### src/rtl/rr_pkg.sv
package rr_pkg;

    localparam logic [2:0] IDX_OWN  = 3'd0;
    localparam logic [2:0] IDX_DATA = 3'd1;
    localparam logic [2:0] IDX_CTRL = 3'd2;
    localparam logic [2:0] IDX_STAT = 3'd3;
    localparam logic [2:0] IDX_EXT  = 3'd4;
    localparam logic [2:0] IDX_SRST = 3'd7;

    localparam logic [7:0] CTL_ACK   = 8'h04;
    localparam logic [7:0] CTL_STOP  = 8'h10;
    localparam logic [7:0] CTL_START = 8'h20;
    localparam logic [7:0] CTL_EN    = 8'h40;

    localparam logic [7:0] SC_IDLE    = 8'hF8;
    localparam logic [7:0] SC_START   = 8'h08;
    localparam logic [7:0] SC_RSTART  = 8'h10;
    localparam logic [7:0] SC_AW_ACK  = 8'h18;
    localparam logic [7:0] SC_WR_ACK  = 8'h28;
    localparam logic [7:0] SC_AR_ACK  = 8'h40;
    localparam logic [7:0] SC_RD_ACK  = 8'h50;
    localparam logic [7:0] SC_RD_NACK = 8'h58;

    localparam logic [7:0] RATE_VAL = 8'h24;

    typedef enum logic [3:0] {
        STP_EN, STP_START, STP_ADDRW, STP_OFFH, STP_OFFL,
        STP_RSTART, STP_ADDRR, STP_READ, STP_STOP
    } step_e;

    typedef enum logic [3:0] {
        PH_IDLE, PH_INIT, PH_DATA, PH_CTRL, PH_WAIT,
        PH_RDST, PH_CMP, PH_RDDAT, PH_CAP, PH_ABORT
    } phase_e;

    function automatic logic step_has_data(input step_e s);
        return (s == STP_ADDRW) || (s == STP_OFFH) || (s == STP_OFFL) || (s == STP_ADDRR);
    endfunction

endpackage

### src/rtl/rr_poll_timer.sv
module rr_poll_timer #(
    parameter int unsigned INTERVAL = 2500
) (
    input  logic clk,
    input  logic rst_n,
    input  logic run,
    output logic tick
);
    localparam int unsigned CW = (INTERVAL > 1) ? $clog2(INTERVAL) : 1;

    logic [CW-1:0] cnt_d, cnt_q;

    always_comb begin
        cnt_d = cnt_q;
        tick  = 1'b0;
        if (!run) begin
            cnt_d = '0;
        end else if (cnt_q == CW'(INTERVAL - 1)) begin
            tick  = 1'b1;
            cnt_d = '0;
        end else begin
            cnt_d = cnt_q + 1'b1;
        end
    end

    always_ff @(posedge clk or negedge rst_n) begin
        if (!rst_n) cnt_q <= '0;
        else        cnt_q <= cnt_d;
    end
endmodule

### src/rtl/rr_retry_ctr.sv
module rr_retry_ctr #(
    parameter int unsigned LIMIT = 1000
) (
    input  logic clk,
    input  logic rst_n,
    input  logic clr,
    input  logic bump,
    output logic spent
);
    localparam int unsigned CW = $clog2(LIMIT + 1);

    logic [CW-1:0] n_d, n_q;

    always_comb begin
        n_d = n_q;
        if (clr)       n_d = '0;
        else if (bump) n_d = n_q + 1'b1;
    end

    // the poll now being compared is the final one allowed
    assign spent = (n_q == CW'(LIMIT - 1));

    always_ff @(posedge clk or negedge rst_n) begin
        if (!rst_n) n_q <= '0;
        else        n_q <= n_d;
    end
endmodule

### src/rtl/rr_step_decode.sv
module rr_step_decode import rr_pkg::*; (
    input  step_e       step,
    input  logic [7:0]  dev,
    input  logic [15:0] off,
    input  logic        last,
    output logic [7:0]  data,
    output logic [7:0]  ctrl,
    output logic [7:0]  exp_st
);
    always_comb begin
        data   = 8'h00;
        ctrl   = CTL_EN;
        exp_st = SC_IDLE;
        case (step)
            STP_EN:     begin ctrl = CTL_EN;              exp_st = SC_IDLE;   end
            STP_START:  begin ctrl = CTL_START | CTL_EN;  exp_st = SC_START;  end
            STP_ADDRW:  begin data = {dev[7:1], 1'b0};    exp_st = SC_AW_ACK; end
            STP_OFFH:   begin data = off[15:8];           exp_st = SC_WR_ACK; end
            STP_OFFL:   begin data = off[7:0];            exp_st = SC_WR_ACK; end
            STP_RSTART: begin ctrl = CTL_START | CTL_EN;  exp_st = SC_RSTART; end
            STP_ADDRR:  begin data = {dev[7:1], 1'b1};    exp_st = SC_AR_ACK; end
            STP_READ: begin
                ctrl   = last ? CTL_EN : (CTL_EN | CTL_ACK);
                exp_st = last ? SC_RD_NACK : SC_RD_ACK;
            end
            STP_STOP:   begin ctrl = CTL_STOP | CTL_EN;   exp_st = SC_IDLE;   end
            default:    begin ctrl = CTL_EN;              exp_st = SC_IDLE;   end
        endcase
    end
endmodule

### src/rtl/i2c_rand_read_seq.sv
module i2c_rand_read_seq import rr_pkg::*; #(
    parameter int unsigned CLK_HZ   = 250_000_000,
    parameter int unsigned POLL_HZ  = 100_000,
    parameter int unsigned POLL_MAX = 1000,
    parameter int unsigned CNT_W    = 8
) (
    input  logic             clk,
    input  logic             rst_n,
    input  logic             start,
    input  logic [7:0]       dev_addr,
    input  logic [15:0]      reg_offset,
    input  logic             wide_offset,
    input  logic [CNT_W-1:0] byte_count,
    output logic             busy,
    output logic             reg_we,
    output logic             reg_re,
    output logic [2:0]       reg_idx,
    output logic [7:0]       reg_wdata,
    input  logic [7:0]       reg_rdata,
    output logic             rx_valid,
    output logic [7:0]       rx_data,
    output logic             done,
    output logic [CNT_W-1:0] xfer_count,
    output logic             err,
    output logic [7:0]       err_status
);
    localparam int unsigned RAW_IV   = CLK_HZ / POLL_HZ;
    localparam int unsigned INTERVAL = (RAW_IV > 0) ? RAW_IV : 1;

    typedef struct packed {
        phase_e           ph;
        step_e            step;
        logic [1:0]       isub;
        logic [7:0]       dev;
        logic [15:0]      off;
        logic             wide;
        logic [CNT_W-1:0] left;
        logic [CNT_W-1:0] total;
        logic [7:0]       last_st;
        logic             rx_v;
        logic [7:0]       rx_d;
        logic             done;
        logic             err;
    } seq_t;

    seq_t d, q;

    logic       tmr_run, tmr_tick;
    logic       try_clr, try_bump, try_spent;
    logic [7:0] dec_data, dec_ctrl, dec_exp;
    logic       last_byte;
    step_e      nxt_step;
    logic       nxt_finish;

    assign last_byte = (q.left == CNT_W'(1));

    rr_poll_timer #(.INTERVAL(INTERVAL)) i_timer (
        .clk   (clk),
        .rst_n (rst_n),
        .run   (tmr_run),
        .tick  (tmr_tick)
    );

    rr_retry_ctr #(.LIMIT(POLL_MAX)) i_retry (
        .clk   (clk),
        .rst_n (rst_n),
        .clr   (try_clr),
        .bump  (try_bump),
        .spent (try_spent)
    );

    rr_step_decode i_decode (
        .step   (q.step),
        .dev    (q.dev),
        .off    (q.off),
        .last   (last_byte),
        .data   (dec_data),
        .ctrl   (dec_ctrl),
        .exp_st (dec_exp)
    );

    // step order of the random read
    always_comb begin
        nxt_step   = q.step;
        nxt_finish = 1'b0;
        case (q.step)
            STP_EN:     nxt_step = STP_START;
            STP_START:  nxt_step = STP_ADDRW;
            STP_ADDRW:  nxt_step = q.wide ? STP_OFFH : STP_OFFL;
            STP_OFFH:   nxt_step = STP_OFFL;
            STP_OFFL:   nxt_step = STP_RSTART;
            STP_RSTART: nxt_step = STP_ADDRR;
            STP_ADDRR:  nxt_step = STP_READ;
            STP_READ:   nxt_step = last_byte ? STP_STOP : STP_READ;
            STP_STOP:   nxt_finish = 1'b1;
            default:    nxt_finish = 1'b1;
        endcase
    end

    always_comb begin
        d         = q;
        d.rx_v    = 1'b0;
        d.done    = 1'b0;
        d.err     = 1'b0;
        reg_we    = 1'b0;
        reg_re    = 1'b0;
        reg_idx   = IDX_OWN;
        reg_wdata = 8'h00;
        tmr_run   = 1'b0;
        try_clr   = 1'b0;
        try_bump  = 1'b0;

        case (q.ph)
            PH_IDLE: begin
                if (start) begin
                    if (byte_count == '0) begin
                        d.err     = 1'b1;
                        d.last_st = 8'h00;
                    end else begin
                        d.ph      = PH_INIT;
                        d.isub    = 2'd0;
                        d.step    = STP_EN;
                        d.dev     = dev_addr;
                        d.off     = reg_offset;
                        d.wide    = wide_offset;
                        d.left    = byte_count;
                        d.total   = byte_count;
                        d.last_st = 8'h00;
                    end
                end
            end
            PH_INIT: begin
                reg_we = 1'b1;
                case (q.isub)
                    2'd0:    begin reg_idx = IDX_SRST; reg_wdata = 8'h00;    end
                    2'd1:    begin reg_idx = IDX_OWN;  reg_wdata = 8'h00;    end
                    2'd2:    begin reg_idx = IDX_EXT;  reg_wdata = 8'h00;    end
                    default: begin reg_idx = IDX_STAT; reg_wdata = RATE_VAL; end
                endcase
                if (q.isub == 2'd3) begin
                    d.step = STP_EN;
                    d.ph   = PH_CTRL;
                end else begin
                    d.isub = q.isub + 2'd1;
                end
            end
            PH_DATA: begin
                reg_we    = 1'b1;
                reg_idx   = IDX_DATA;
                reg_wdata = dec_data;
                d.ph      = PH_CTRL;
            end
            PH_CTRL: begin
                reg_we    = 1'b1;
                reg_idx   = IDX_CTRL;
                reg_wdata = dec_ctrl;
                try_clr   = 1'b1;
                d.ph      = PH_WAIT;
            end
            PH_WAIT: begin
                tmr_run = 1'b1;
                if (tmr_tick) d.ph = PH_RDST;
            end
            PH_RDST: begin
                reg_re  = 1'b1;
                reg_idx = IDX_STAT;
                d.ph    = PH_CMP;
            end
            PH_CMP: begin
                d.last_st = reg_rdata;
                if (reg_rdata == dec_exp) begin
                    if (q.step == STP_READ) begin
                        d.ph = PH_RDDAT;
                    end else if (nxt_finish) begin
                        d.ph   = PH_IDLE;
                        d.done = 1'b1;
                    end else begin
                        d.step = nxt_step;
                        d.ph   = step_has_data(nxt_step) ? PH_DATA : PH_CTRL;
                    end
                end else if (try_spent) begin
                    d.ph = PH_ABORT;
                end else begin
                    try_bump = 1'b1;
                    d.ph     = PH_WAIT;
                end
            end
            PH_RDDAT: begin
                reg_re  = 1'b1;
                reg_idx = IDX_DATA;
                d.ph    = PH_CAP;
            end
            PH_CAP: begin
                d.rx_v = 1'b1;
                d.rx_d = reg_rdata;
                d.left = q.left - 1'b1;
                d.step = nxt_step;
                d.ph   = PH_CTRL;
            end
            PH_ABORT: begin
                reg_we    = 1'b1;
                reg_idx   = IDX_CTRL;
                reg_wdata = CTL_STOP | CTL_EN;
                d.err     = 1'b1;
                d.ph      = PH_IDLE;
            end
            default: d.ph = PH_IDLE;
        endcase
    end

    always_ff @(posedge clk or negedge rst_n) begin
        if (!rst_n) q <= '0;
        else        q <= d;
    end

    assign busy       = (q.ph != PH_IDLE);
    assign rx_valid   = q.rx_v;
    assign rx_data    = q.rx_d;
    assign done       = q.done;
    assign err        = q.err;
    assign xfer_count = q.total;
    assign err_status = q.last_st;
endmodule

### config.mk
export PLATFORM = sky130hd
export DESIGN_NAME = i2c_rand_read_seq
export DESIGN_NICKNAME = d
export VERILOG_FILES = /design/src/rtl/rr_pkg.sv /design/src/rtl/rr_poll_timer.sv /design/src/rtl/rr_retry_ctr.sv /design/src/rtl/rr_step_decode.sv /design/src/rtl/i2c_rand_read_seq.sv
export SDC_FILE = /design/constraint.sdc
export NUM_CORES = 1
export LEC_CHECK = 0
export CAP_MARGIN = 0
export CORE_MARGIN = 2
export CORE_UTILIZATION = 54
export DETAILED_ROUTE_END_ITERATION = 8
export GPL_TIMING_DRIVEN = 0
export HOLD_SLACK_MARGIN = 0.08
export PLACE_DENSITY = 0.81
export SYNTH_ARGS = -nofsm -noshare
export SYNTH_HDL_FRONTEND = slang
export SYNTH_SLANG_ARGS = --single-unit
export TNS_END_PERCENT = 10
### constraint.sdc
create_clock -name clk -period 3.5 [get_ports clk]
set_input_delay 0.35 -clock clk [delete_from_list [all_inputs] [get_ports clk]]
set_output_delay 0.35 -clock clk [all_outputs]
set_load 0.03 [all_outputs]
Yosys cells after proc, flatten, opt, wreduce, memory -nomap -nowiden
Cells that the tools add are included.
{"block": "totals", "reg_bits": 92}
{"block": "op_classes", "n_addsub": 4, "eq_ne": 36, "n_mux": 51, "bitwise_logic": 1, "reduce_logical": 28}
{"cell": "$pmux W4 S8", "n": 2}
{"cell": "$pmux W8 S4", "n": 2}
{"cell": "$mux W59", "n": 1}
{"cell": "$mux W51", "n": 1}
{"cell": "$pmux W8 S6", "n": 1}
{"cell": "$eq A4 B3 Y1 const B", "n": 10}
{"cell": "$mux W4", "n": 8}
{"cell": "$pmux W8 S2", "n": 2}
{"cell": "$eq A4 B2 Y1 const B", "n": 6}
{"cell": "$mux W12", "n": 2}
{"cell": "$pmux W8 S3", "n": 1}
{"cell": "$mux W10", "n": 2}
{"cell": "$mux W1", "n": 16}
{"cell": "$pmux W4 S4", "n": 1}
{"cell": "$ne A2 B2 Y1 const B", "n": 7}
{"cell": "$add A12 B1 Y12 const B", "n": 1}
{"cell": "$eq A12 B12 Y1 const B", "n": 1}
{"cell": "$eq A4 B4 Y1 const B", "n": 3}
{"cell": "$pmux W3 S4", "n": 1}
{"cell": "$reduce_or A2 Y1", "n": 6}
{"cell": "$add A10 B1 Y10 const B", "n": 1}
{"cell": "$eq A10 B10 Y1 const B", "n": 1}
{"cell": "$mux W3", "n": 3}
{"cell": "$mux W9", "n": 1}
{"cell": "other kinds (28)", "n": 40}

Longest topological paths before layout
Gate-level depths: netlist of run 1.
{"block": "depth", "word_depth": 12, "depth_mapped": 9, "depth_no_buf": 7}

By module
A second synthesis of run 1 with hierarchy kept.
{"block": "hier_totals", "hier_cells": 554, "area_unflattened_um2": 5395.2}
{"mod": "i2c_rand_read_seq", "n_inst": 1, "cells_per_inst": 393, "area_per_inst_um2": 3848.7, "seq_area_each_um2": 1751.7}
{"mod": "rr_poll_timer", "n_inst": 1, "cells_per_inst": 61, "area_per_inst_um2": 620.6, "seq_area_each_um2": 300.3}
{"mod": "rr_retry_ctr", "n_inst": 1, "cells_per_inst": 51, "area_per_inst_um2": 526.8, "seq_area_each_um2": 250.2}
{"mod": "rr_step_decode", "n_inst": 1, "cells_per_inst": 49, "area_per_inst_um2": 399.1, "seq_area_each_um2": 0.0}

Worst setup path after synthesis of run 1
Ideal clock, no wire load.
{"block": "synth_timing", "kind": "register to register", "start": "register q[29] (netlist name)", "end": "register i_retry.n_q[9]", "setup_ps": 78, "arrival_ps": 2608, "slack_ps": 814, "path_stages_with_launch": 7, "period_less_slack_ps": 2686, "cell_sequence": "dfrtp_1 > or4_4 > nor4b_4 > mux2i_1 > a211oi_4 > or4_2 > a21oi_1"}
{"block": "synth_between", "elab_chain_len": 7}
{"element": "start: declaration", "line_no": "i2c_rand_read_seq.sv:46", "text": "seq_t d, q;"}
{"element": "start signal: assignment", "line_no": "i2c_rand_read_seq.sv:212", "text": "if (!rst_n) q <= '0;"}
{"element": "start signal: assignment", "line_no": "i2c_rand_read_seq.sv:213", "text": "else q <= d;"}
{"element": "$eq A8 B1 Y1", "line_no": "i2c_rand_read_seq.sv:55", "text": "assign last_byte = (q.left == CNT_W'(1));"}
{"element": "$mux W4", "line_no": "rr_step_decode.sv:24", "text": "exp_st = last ? SC_RD_NACK : SC_RD_ACK;"}
{"element": "$pmux W8 S6", "line_no": "rr_step_decode.sv:14", "text": "case (step)"}
{"element": "$eq A8 B8 Y1", "line_no": "i2c_rand_read_seq.sv:171", "text": "if (reg_rdata == dec_exp) begin"}
{"element": "$mux W1", "line_no": "i2c_rand_read_seq.sv:171"}
{"element": "$mux W1", "line_no": "i2c_rand_read_seq.sv:113", "text": "case (q.ph)"}
{"element": "$reduce_bool A2 Y1 (no line)"}
{"element": "end signal: assignment", "line_no": "rr_retry_ctr.sv:25", "text": "else n_q <= n_d;"}
{"element": "end: declaration", "line_no": "rr_retry_ctr.sv:12", "text": "logic [CW-1:0] n_d, n_q;"}
No other way between the ends.
A chain may end at the register's enable or synchronous reset.

Final worst setup path of run 1
{"block": "layout_timing", "start": "register q[69] (netlist name)", "end": "output reg_wdata[5]"}
{"block": "layout_between", "elab_chain_len": 2, "word_cells_on_any_way": 5, "cone_classes": "4 x eq/ne; 1 x mux"}
{"element": "$eq A4 B4 Y1, or another cell as far along", "line_no": "i2c_rand_read_seq.sv:113"}
{"element": "$pmux W8 S4 (*)", "line_no": "i2c_rand_read_seq.sv:113"}
{"element": "end: declaration", "line_no": "i2c_rand_read_seq.sv:18", "text": "output logic [7:0] reg_wdata,"}
Every way passes the cells marked *; elsewhere a longest branch is shown, timed or not.

==> impl_metrics.env, run 1 <==
export IMPL_status="complete, no violations"
export IMPL_rows=35
export IMPL_timing_rr_end="i_retry.n_q[9]"
export IMPL_synthTopCellsByArea="dfrtp_1 46%, nand2_1 12%, nor2_1 3.8%, buf_4 3.6%, a21oi_1 2.9%"
export IMPL_rr_worst_depth=6
export IMPL_synth_flop_cell="dfrtp_1"
export IMPL_synth_edf_count=0
export IMPL_die_area_um2=10000
export IMPL_die_h_um=100
export IMPL_chipWidth_um=100
export IMPL_grt_pass1_vias=4417
export IMPL_seq_area_frac_synth=0.455
export IMPL_required_ns=3.15
export IMPL_sw_frac_of_total=0.215
export IMPL_stdcell_count=811
export IMPL_p_clk_frac=0.420
export IMPL_vdd_drop_max_mv=0.179
export IMPL_nets=746
export IMPL_tightestPinTransition_ns=0.774
export IMPL_finalInstanceArea_um2=6280
export IMPL_yosys_top_cells_count="162 x nand2_1, 91 x dfrtp_1, 51 x nor2_1"
export IMPL_fin_ws_ns=0.157
export IMPL_crit_type="reg2out"
export IMPL_core_area_um2=9110
export IMPL_n_antenna_cell=0
export IMPL_grt_pass1_wl_mm=20.8
export IMPL_power_density_nw_per_um2=313
export IMPL_synthCells=599
export IMPL_async_flop_share=1.00
export IMPL_path_clk_slew_ns=0.09
export IMPL_fin_hold_ws_ns=0.468
export IMPL_fmax_mhz=299
export IMPL_cts_htree_levels=3
export IMPL_initial_utilization=0.549
export IMPL_overflow=0
export IMPL_p_leak_uw=0.00277
export IMPL_syn_num_nets=650
export IMPL_cts_buffer_depth=2
export IMPL_portBuffers=83
export IMPL_rsz0062_at_grt="no"
export IMPL_vias=4603
export IMPL_synth_top_area_frac=0.455
export IMPL_antenna_found_initial=0
export IMPL_ys_types=61
export IMPL_postCtsSetupBuffers=0
export IMPL_r2r_slack_ns=0.52
export IMPL_r2r_start="q[29]"
export IMPL_place_hpwl_mm=9.03
export IMPL_yosys_area_top_type="dfrtp_1"
export IMPL_crit_path_start_kind="register"
export IMPL_yosys_cell_count_top_type="nand2_1"
export IMPL_yosys_warnings=0
export IMPL_combPwrFrac=0.046
export IMPL_yosys_register_bits=91
export IMPL_wl_per_cell_um=15.2
export IMPL_grt_max_degree=60
export IMPL_numCtsBuffers=9
export IMPL_cp_arrival_ns=2.99
export IMPL_setup_viol=0
export IMPL_gp_congestion=0.943
export IMPL_vias_per_cell=5.68
export IMPL_avgSynthCellArea_um2=8.35
export IMPL_syn_to_final_growth_pct=25.5
export IMPL_cts_tree="yes"
export IMPL_drc=0
export IMPL_fin_crit_ns=3.34
export IMPL_dp_cells=794
export IMPL_clock_sinks=91
export IMPL_drv_slew=0
export IMPL_dr_first_iter_drc_count=348
export IMPL_maxCapViolations=0
export IMPL_intPower_uw=1540
export IMPL_min_path_type="in2async"
export IMPL_power_switching_uw=422
export IMPL_syn_cell_area_um2=5000
export IMPL_pwr_share_seq=0.535
export IMPL_layout_drive_gt1_share=0.0914
export IMPL_insertion_delay_ns=0.36
export IMPL_cts_root_buf="clkbuf_8"
export IMPL_slew_headroom=0.470
export IMPL_ant_nets=0
export IMPL_dr_pass1_iters=5
export IMPL_skew_ns=0.00556
export IMPL_finalHoldViolCount=0
export IMPL_end_kind="output pin"
export IMPL_wirelength_mm=12.3
export IMPL_post_route_period_util=0.955
export IMPL_track_usage=0.257
export IMPL_critPathMaxFanout=9
export IMPL_ios=85
export IMPL_dp_slack_ns=0.354
export IMPL_placed_cell_area_um2=6000
critical path: stages (launching register included):
cell	delay, ns
dfrtp_1	0.37
clkbuf_1	0.24
nor2_2	0.28
nand3b_1	0.16
or3_1	0.38
clkbuf_1	0.18
o21ai_0	0.28
clkdlybuf4s50_1	0.74
cell usage in the layout, fill, tap and decap left out, types with 14 or more instances in the layout:
cell / instances
nor2_1: 50
o21ai_0: 25
nand3_1: 20
clkbuf_1: 25
clkdlybuf4s50_1: 82
nor3_1: 14
nand2_1: 162
dfrtp_1: 91
buf_4: 25
a21oi_1: 29
routing by layer:
layer  track usage  part of all wire
met5             0                 0
met4        0.0896             0.020
met2         0.422              0.48
met3        0.0341             0.059
met1         0.353              0.44
worst max path at each step:
stage               startpoint               end  slack (ns)  cells past startpoint
floorplan                q[29]    i_retry.n_q[9]        0.81                      6
global placement         rst_n  i_timer.cnt_q[0]       -1.14                      1
detailed placement       q[63]      reg_wdata[4]        0.35                      8
CTS                      q[64]      reg_wdata[4]        0.04                      8
global route             q[68]      reg_wdata[5]        0.03                      7
finish                   q[69]      reg_wdata[5]        0.16                      7
timing repair:
item / CTS / global route
endpoints found under the setup margin: 4 / 6
hold endpoints to repair: 32 / 0
resized for setup: 3 / 8
hold buffers: 1 / 0
state kept, by name, summed over array words and instances (netlist names):
signal	cells
done	1
err	1
err_status	8
i_retry.n_q	10
i_timer.cnt_q	12
q	42
rx_data	8
rx_valid	1
xfer_count	8
cell type report:
type                       instances  area [µm²]
buffer                            55         307
clock inverter                     5        83.8
timing repair buffer              85         866
inverter                          13        48.8
clock buffer                      11         151
fill                             739        2830
tap                              111         139
multi-input combinational        440        2400
sequential                        91        2280
power by group through the flow:
stage / logic (µW) / clock network (µW) / registers (µW)
CTS: 90.9 / 834 / 1050
floorplan: 7.61 / 0 / 1070
global route: 97.3 / 877 / 1050
detailed placement: 89.7 / 0 / 1070
finish: 89.7 / 825 / 1050
global placement: 84.6 / 0 / 1070
stage by stage:
stage	utilization	TNS (ns)	power, µW
2_1_floorplan	-	0	1080
3_3_place_gp	0.655	-102.82	1160
3_5_place_dp	0.658	0	1160
4_1_cts	0.687	0	1970
5_1_grt	0.689	0	2030
6_report	0.689	0	1960
cells by family after synthesis:
group | Yosys count | share of synthesized area
and+or+nand+nor | 306 | 0.280
xor gates and xnor gates | 12 | 0.0210
muxes | 10 | 0.0203
buffers and inverters | 68 | 0.0706
adders and majority gates | 7 | 0.0175
DFF | 91 | 0.455
AOI/OAI and AO/OA | 105 | 0.136
Note: power is estimated with default switching activity, not from simulation.
==> run 2: changes to the inputs <==
--- a/config.mk
+++ b/config.mk
@@ -5,7 +5,7 @@
 export SDC_FILE = /design/constraint.sdc
 export NUM_CORES = 1
 export LEC_CHECK = 0
-export CAP_MARGIN = 0
+export CAP_MARGIN = 30
 export CORE_MARGIN = 2
 export CORE_UTILIZATION = 54
 export DETAILED_ROUTE_END_ITERATION = 8
==> run 2 against run 1 <==
  * Power stayed put
  * Worst hold slack stayed put
  * Maximum frequency stayed put
  * Die area stayed put
  * Clock-buffer cell count stayed put
  * Register-to-register slack hardly changed
  * Sequential power hardly changed
  * Utilization stayed put
  * Largest cell class unchanged
==> impl_metrics.env, run 2 (synthesized netlist as in run 1, its figures left out) <==
export IMPL_n_antenna_cell=0
export IMPL_fin_util=0.689
export IMPL_reg_top3="q: 42 flops, i_timer.cnt_q: 12 flops, i_retry.n_q: 10 flops"
export IMPL_ant_nets=0
export IMPL_wl_per_cell_um=15.2
export IMPL_clock_sinks=91
export IMPL_fmax_mhz=299
export IMPL_required_ns=3.15
export IMPL_crit_type="reg2out"
export IMPL_numCtsBuffers=9
export IMPL_track_usage=0.257
export IMPL_end_kind="output pin"
export IMPL_p_leak_uw=0.00277
export IMPL_rsz0062_at_grt="no"
export IMPL_drc=0
export IMPL_initial_utilization=0.549
export IMPL_cts_root_buf="clkbuf_8"
export IMPL_maxCapViolations=0
export IMPL_slew_headroom=0.470
export IMPL_dp_cells=794
export IMPL_slowest_delay_ns=0.74
export IMPL_fill_cells=739
export IMPL_power_switching_uw=422
export IMPL_antenna_found_initial=0
export IMPL_dr_first_iter_drc_count=348
export IMPL_portBuffers=83
export IMPL_chipWidth_um=100
export IMPL_post_route_period_util=0.955
export IMPL_vias_per_cell=5.68
export IMPL_stdcell_count=811
export IMPL_cpMostUsedCell="clkbuf_1"
export IMPL_pwr_share_seq=0.535
export IMPL_ios=85
export IMPL_status="complete, no violations"
export IMPL_grt_pass1_vias=4417
export IMPL_dr_pass1_iters=5
export IMPL_critPathMaxFanout=9
export IMPL_vias=4603
export IMPL_die_h_um=100
export IMPL_path_clk_slew_ns=0.09
export IMPL_largest_register_ff_count=42
export IMPL_intPower_uw=1540
export IMPL_die_area_um2=10000
export IMPL_nets=746
export IMPL_crit_path_start_kind="register"
export IMPL_min_path_type="in2async"
export IMPL_grt_pass1_wl_mm=20.8
export IMPL_cts_tree="yes"
export IMPL_cts_htree_levels=3
export IMPL_drv_slew=0
export IMPL_layout_drive_gt1_share=0.0914
export IMPL_final_cell_mix="162 x nand2_1, 91 x dfrtp_1, 82 x clkdlybuf4s50_1"
export IMPL_place_hpwl_mm=9.03
export IMPL_vdd_drop_max_mv=0.179
export IMPL_setup_viol=0
export IMPL_sw_frac_of_total=0.215
export IMPL_layout_commonest_cell="nand2_1"
export IMPL_grt_max_degree=60
export IMPL_crit_chain="clkbuf_1 -> nor2_2 -> nand3b_1 -> or3_1 -> clkbuf_1 -> o21ai_0 -> clkdlybuf4s50_1"
export IMPL_p_clk_frac=0.420
export IMPL_regMostFlops="q"
export IMPL_cp_slowest_cell="clkdlybuf4s50_1"
export IMPL_combPwrFrac=0.046
export IMPL_skew_ns=0.00556
export IMPL_cts_buffer_depth=2
export IMPL_cp_arrival_ns=2.99
export IMPL_fin_crit_ns=3.34
export IMPL_overflow=0
export IMPL_tightestPinTransition_ns=0.774
export IMPL_core_area_um2=9110
export IMPL_wirelength_mm=12.3
export IMPL_rows=35
export IMPL_syn_to_final_growth_pct=25.5
export IMPL_finalHoldViolCount=0
export IMPL_insertion_delay_ns=0.36
export IMPL_gp_congestion=0.943
export IMPL_power_density_nw_per_um2=313
run 2: cell counts in the layout (fill, tap and decap cells not counted):
No cell type changed its count.
run 2: cell type report:
class,instances,area [µm²],share of cell area
clock buffers,11,151,0.0241
flip-flops and latches,91,2280,0.363
well taps,111,139,0.0221
inverters,13,48.8,0.00778
repair buffers,85,866,0.138
clock inverters,5,83.8,0.0134
multi-input cells,440,2400,0.383
plain buffers,55,307,0.0488
run 2: critical path: cells and delay by family, from the launching register on:
family	cells	cell delay, ns
and+or+nand+nor	3	0.82
buffers and inverters	3	1.16
AOI/OAI and AO/OA	1	0.28
DFF	1	0.37
run 2: worst paths after layout:
kind	from	end	slack (ns)	cells past startpoint
hold reg to reg	q[42]	q[42]	0.48	2
max in group asynchronous	rst_n	q[55]	2.40	3
hold / removal	rst_n	rx_valid	0.47	2
setup reg to reg	q[29]	i_retry.n_q[9]	0.52	6
setup / recovery	q[69]	reg_wdata[5]	0.16	7
min in group clk	q[42]	q[42]	0.48	2
run 2: per-stage QoR:
stage / hold slack (ns) / TNS (ns) / setup slack (ns) / total power [µW] / instance area (µm²)
4_1_cts: 0.473 / 0 / 0.0423 / 1970 / 6250
3_5_place_dp: 0.332 / 0 / 0.354 / 1160 / 6000
3_3_place_gp: 0.459 / -102.82 / -1.14 / 1160 / 5970
6_report: 0.468 / 0 / 0.157 / 1960 / 6280
2_1_floorplan: 0.0544 / 0 / 0.814 / 1080 / 5000
5_1_grt: 0.508 / 0 / 0.0262 / 2030 / 6280
run 2: power groups by stage:
stage               clock (µW)  combinational, µW  sequential (µW)
global placement             0               84.6             1070
global route               877               97.3             1050
finish                     825               89.7             1050
CTS                        834               90.9             1050
floorplan                    0               7.61             1070
detailed placement           0               89.7             1070
run 2: layer usage:
metal,vias to the layer above,global-route usage,share of wire
li1,2217,-,-
met1,2199,0.353,0.44
met2,167,0.422,0.48
met3,20,0.0341,0.059
met4,0,0.0896,0.020
met5,-,0,0
run 2: what timing repair did:
| item | CTS | global route |
|---|---|---|
| hold buffers | 1 | 0 |
| endpoints found under the hold margin | 32 | 0 |
| endpoints found under the setup margin | 4 | 6 |
| pin swaps | 0 | 0 |
| resized for setup | 3 | 8 |
| setup buffers | 0 | 0 |
==> run 3: changes to the inputs <==
--- a/config.mk
+++ b/config.mk
@@ -7,11 +7,13 @@
 export LEC_CHECK = 0
 export CAP_MARGIN = 30
 export CORE_MARGIN = 2
-export CORE_UTILIZATION = 54
+export CORE_UTILIZATION = 55
+export CTS_BUF_LIST = sky130_fd_sc_hd__clkbuf_8
 export DETAILED_ROUTE_END_ITERATION = 8
 export GPL_TIMING_DRIVEN = 0
 export HOLD_SLACK_MARGIN = 0.08
-export PLACE_DENSITY = 0.81
+export MAX_ROUTING_LAYER = met4
+export PLACE_DENSITY = 0.89
 export SYNTH_ARGS = -nofsm -noshare
 export SYNTH_HDL_FRONTEND = slang
 export SYNTH_SLANG_ARGS = --single-unit
==> run 3 against run 2 <==
  * Highest routed layer unchanged
  * Utilization grew 2.1 points
  * Register-to-register slack lost 0.09 ns
  * Critical endpoint is now reg_wdata[2]
  * Wire length grew 1.1%
  * Combinational power shrank 0.9%
  * Worst hold slack lost 0.050 ns
  * First-iteration DRC count shrank 18%
  * Global-route usage grew 1.5 points
  * Largest power group unchanged
  * Clock-buffer cell count shrank 2
==> impl_metrics.env, run 3 (synthesized netlist as in run 1, its figures left out) <==
export IMPL_antenna_found_initial=0
export IMPL_vias=4629
export IMPL_fin_ws_ns=0.182
export IMPL_clock_sinks=91
export IMPL_initial_utilization=0.571
export IMPL_reg_top3="q: 42 flops, i_timer.cnt_q: 12 flops, i_retry.n_q: 10 flops"
export IMPL_cpMostUsedCell="clkbuf_1"
export IMPL_die_h_um=99.4
export IMPL_cpLargestDelayFamily="buffers and inverters"
export IMPL_ios=85
export IMPL_maxCapViolations=0
export IMPL_grt_pass1_vias=4517
export IMPL_tightestPinTransition_ns=0.712
export IMPL_crit_type="reg2out"
export IMPL_power_density_nw_per_um2=303
export IMPL_status="complete, no violations"
export IMPL_nets=746
export IMPL_insertion_delay_ns=0.36
export IMPL_fin_util=0.710
export IMPL_cp_slowest_cell="clkdlybuf4s50_1"
export IMPL_slowest_delay_ns=0.72
export IMPL_rsz0062_at_grt="no"
export IMPL_gp_congestion=0.939
export IMPL_required_ns=3.15
export IMPL_ant_nets=0
export IMPL_crit_chain="clkbuf_1 -> nor2_1 -> nand3b_1 -> or3_1 -> clkbuf_1 -> o21ai_0 -> clkdlybuf4s50_1"
export IMPL_cts_tree="yes"
export IMPL_finalInstanceArea_um2=6220
export IMPL_post_route_period_util=0.948
export IMPL_grt_pass1_wl_mm=21.0
export IMPL_dp_cells=792
export IMPL_rows=34
export IMPL_layout_drive_gt1_share=0.0873
export IMPL_fmax_mhz=301
export IMPL_numCtsBuffers=9
export IMPL_r2r_slack_ns=0.43
export IMPL_wl_per_cell_um=15.5
export IMPL_cp_arrival_ns=2.97
export IMPL_final_cell_mix="162 x nand2_1, 91 x dfrtp_1, 82 x clkdlybuf4s50_1"
export IMPL_n_antenna_cell=0
export IMPL_cp_num_cells=7
export IMPL_cts_htree_levels=3
export IMPL_largest_register_ff_count=42
export IMPL_postCtsSetupBuffers=0
export IMPL_setup_viol=0
export IMPL_power_uw=1880
export IMPL_core_area_um2=8760
export IMPL_dr_first_iter_drc_count=286
export IMPL_dr_pass1_iters=5
export IMPL_rr_worst_depth=6
export IMPL_stdcell_count=807
export IMPL_drc=0
export IMPL_die_area_um2=9870
export IMPL_dp_slack_ns=0.291
export IMPL_track_usage=0.272
export IMPL_end_kind="output pin"
export IMPL_min_path_type="in2async"
export IMPL_timing_rr_end="i_retry.n_q[7]"
export IMPL_crit_buf_inv=3
export IMPL_p_leak_uw=0.00278
export IMPL_portBuffers=83
export IMPL_drv_slew=0
export IMPL_syn_to_final_growth_pct=24.4
export IMPL_layout_commonest_cell="nand2_1"
export IMPL_finalHoldViolCount=0
export IMPL_path_clk_slew_ns=0.09
export IMPL_grt_max_degree=69
export IMPL_regMostFlops="q"
export IMPL_fin_crit_ns=3.32
export IMPL_cts_buffer_depth=2
export IMPL_critPathMaxFanout=9
export IMPL_wirelength_mm=12.5
export IMPL_r2r_start="q[29]"
export IMPL_slew_headroom=0.513
export IMPL_skew_ns=0.0105
export IMPL_vias_per_cell=5.74
export IMPL_chipWidth_um=99.4
export IMPL_vdd_drop_max_mv=0.180
export IMPL_crit_path_start_kind="register"
export IMPL_overflow=0
export IMPL_placed_cell_area_um2=6000
export IMPL_place_hpwl_mm=9.28
export IMPL_cts_root_buf="clkbuf_8"
[run 3: cell types whose count changed in the layout (fill, tap and decap cells not counted), moves of 2 or more]
cell	change
nor3_4	-2
clkinvlp_4	-2
clkbuf_8	-2
clkinv_2	+2
[run 3: power breakdown]
group	internal (µW)	total, µW	switching, µW
clock	394	744	350
sequential	1050	1050	0
combinational	48.9	88.9	39.9
total	1490	1880	390
[run 3: stage by stage]
stage / hold slack [ns] / TNS [ns]
2_1_floorplan: 0.0544 / 0
3_3_place_gp: 0.457 / -99.06
3_5_place_dp: 0.269 / 0
4_1_cts: 0.418 / 0
5_1_grt: 0.445 / 0
6_report: 0.418 / 0
[run 3: worst max-delay path by stage]
| stage | start | endpoint |
|---|---|---|
| 6_report | q[69] | reg_wdata[2] |
| 5_1_grt | q[62] | reg_wdata[4] |
| 4_1_cts | q[64] | reg_wdata[6] |
| 3_5_place_dp | q[64] | reg_wdata[6] |
| 3_3_place_gp | rst_n | i_retry.n_q[8] |
| 2_1_floorplan | q[29] | i_retry.n_q[9] |
[run 3: final cells by class]
type / count / area (µm²)
clock buffer: 9 / 124
fill: 697 / 2540
multi-input combinational: 440 / 2380
inverter: 13 / 48.8
buffer: 54 / 303
timing repair buffer: 86 / 871
tap: 108 / 135
clock inverter: 6 / 82.6
sequential: 91 / 2280
[run 3: timing repair]
action | CTS | global route
endpoints found under the setup margin | 3 | 3
hold buffers | 1 | 0
pin swaps | 0 | 0
resized for setup | 3 | 2
hold endpoints to repair | 23 | 0
[run 3: routing by layer]
layer,vias up,part of all wire,GRT usage
li1,2221,-,-
met1,2211,0.44,0.354
met2,173,0.50,0.451
met3,24,0.054,0.0316
met4,0,0.016,0.0832
met5,-,0,-
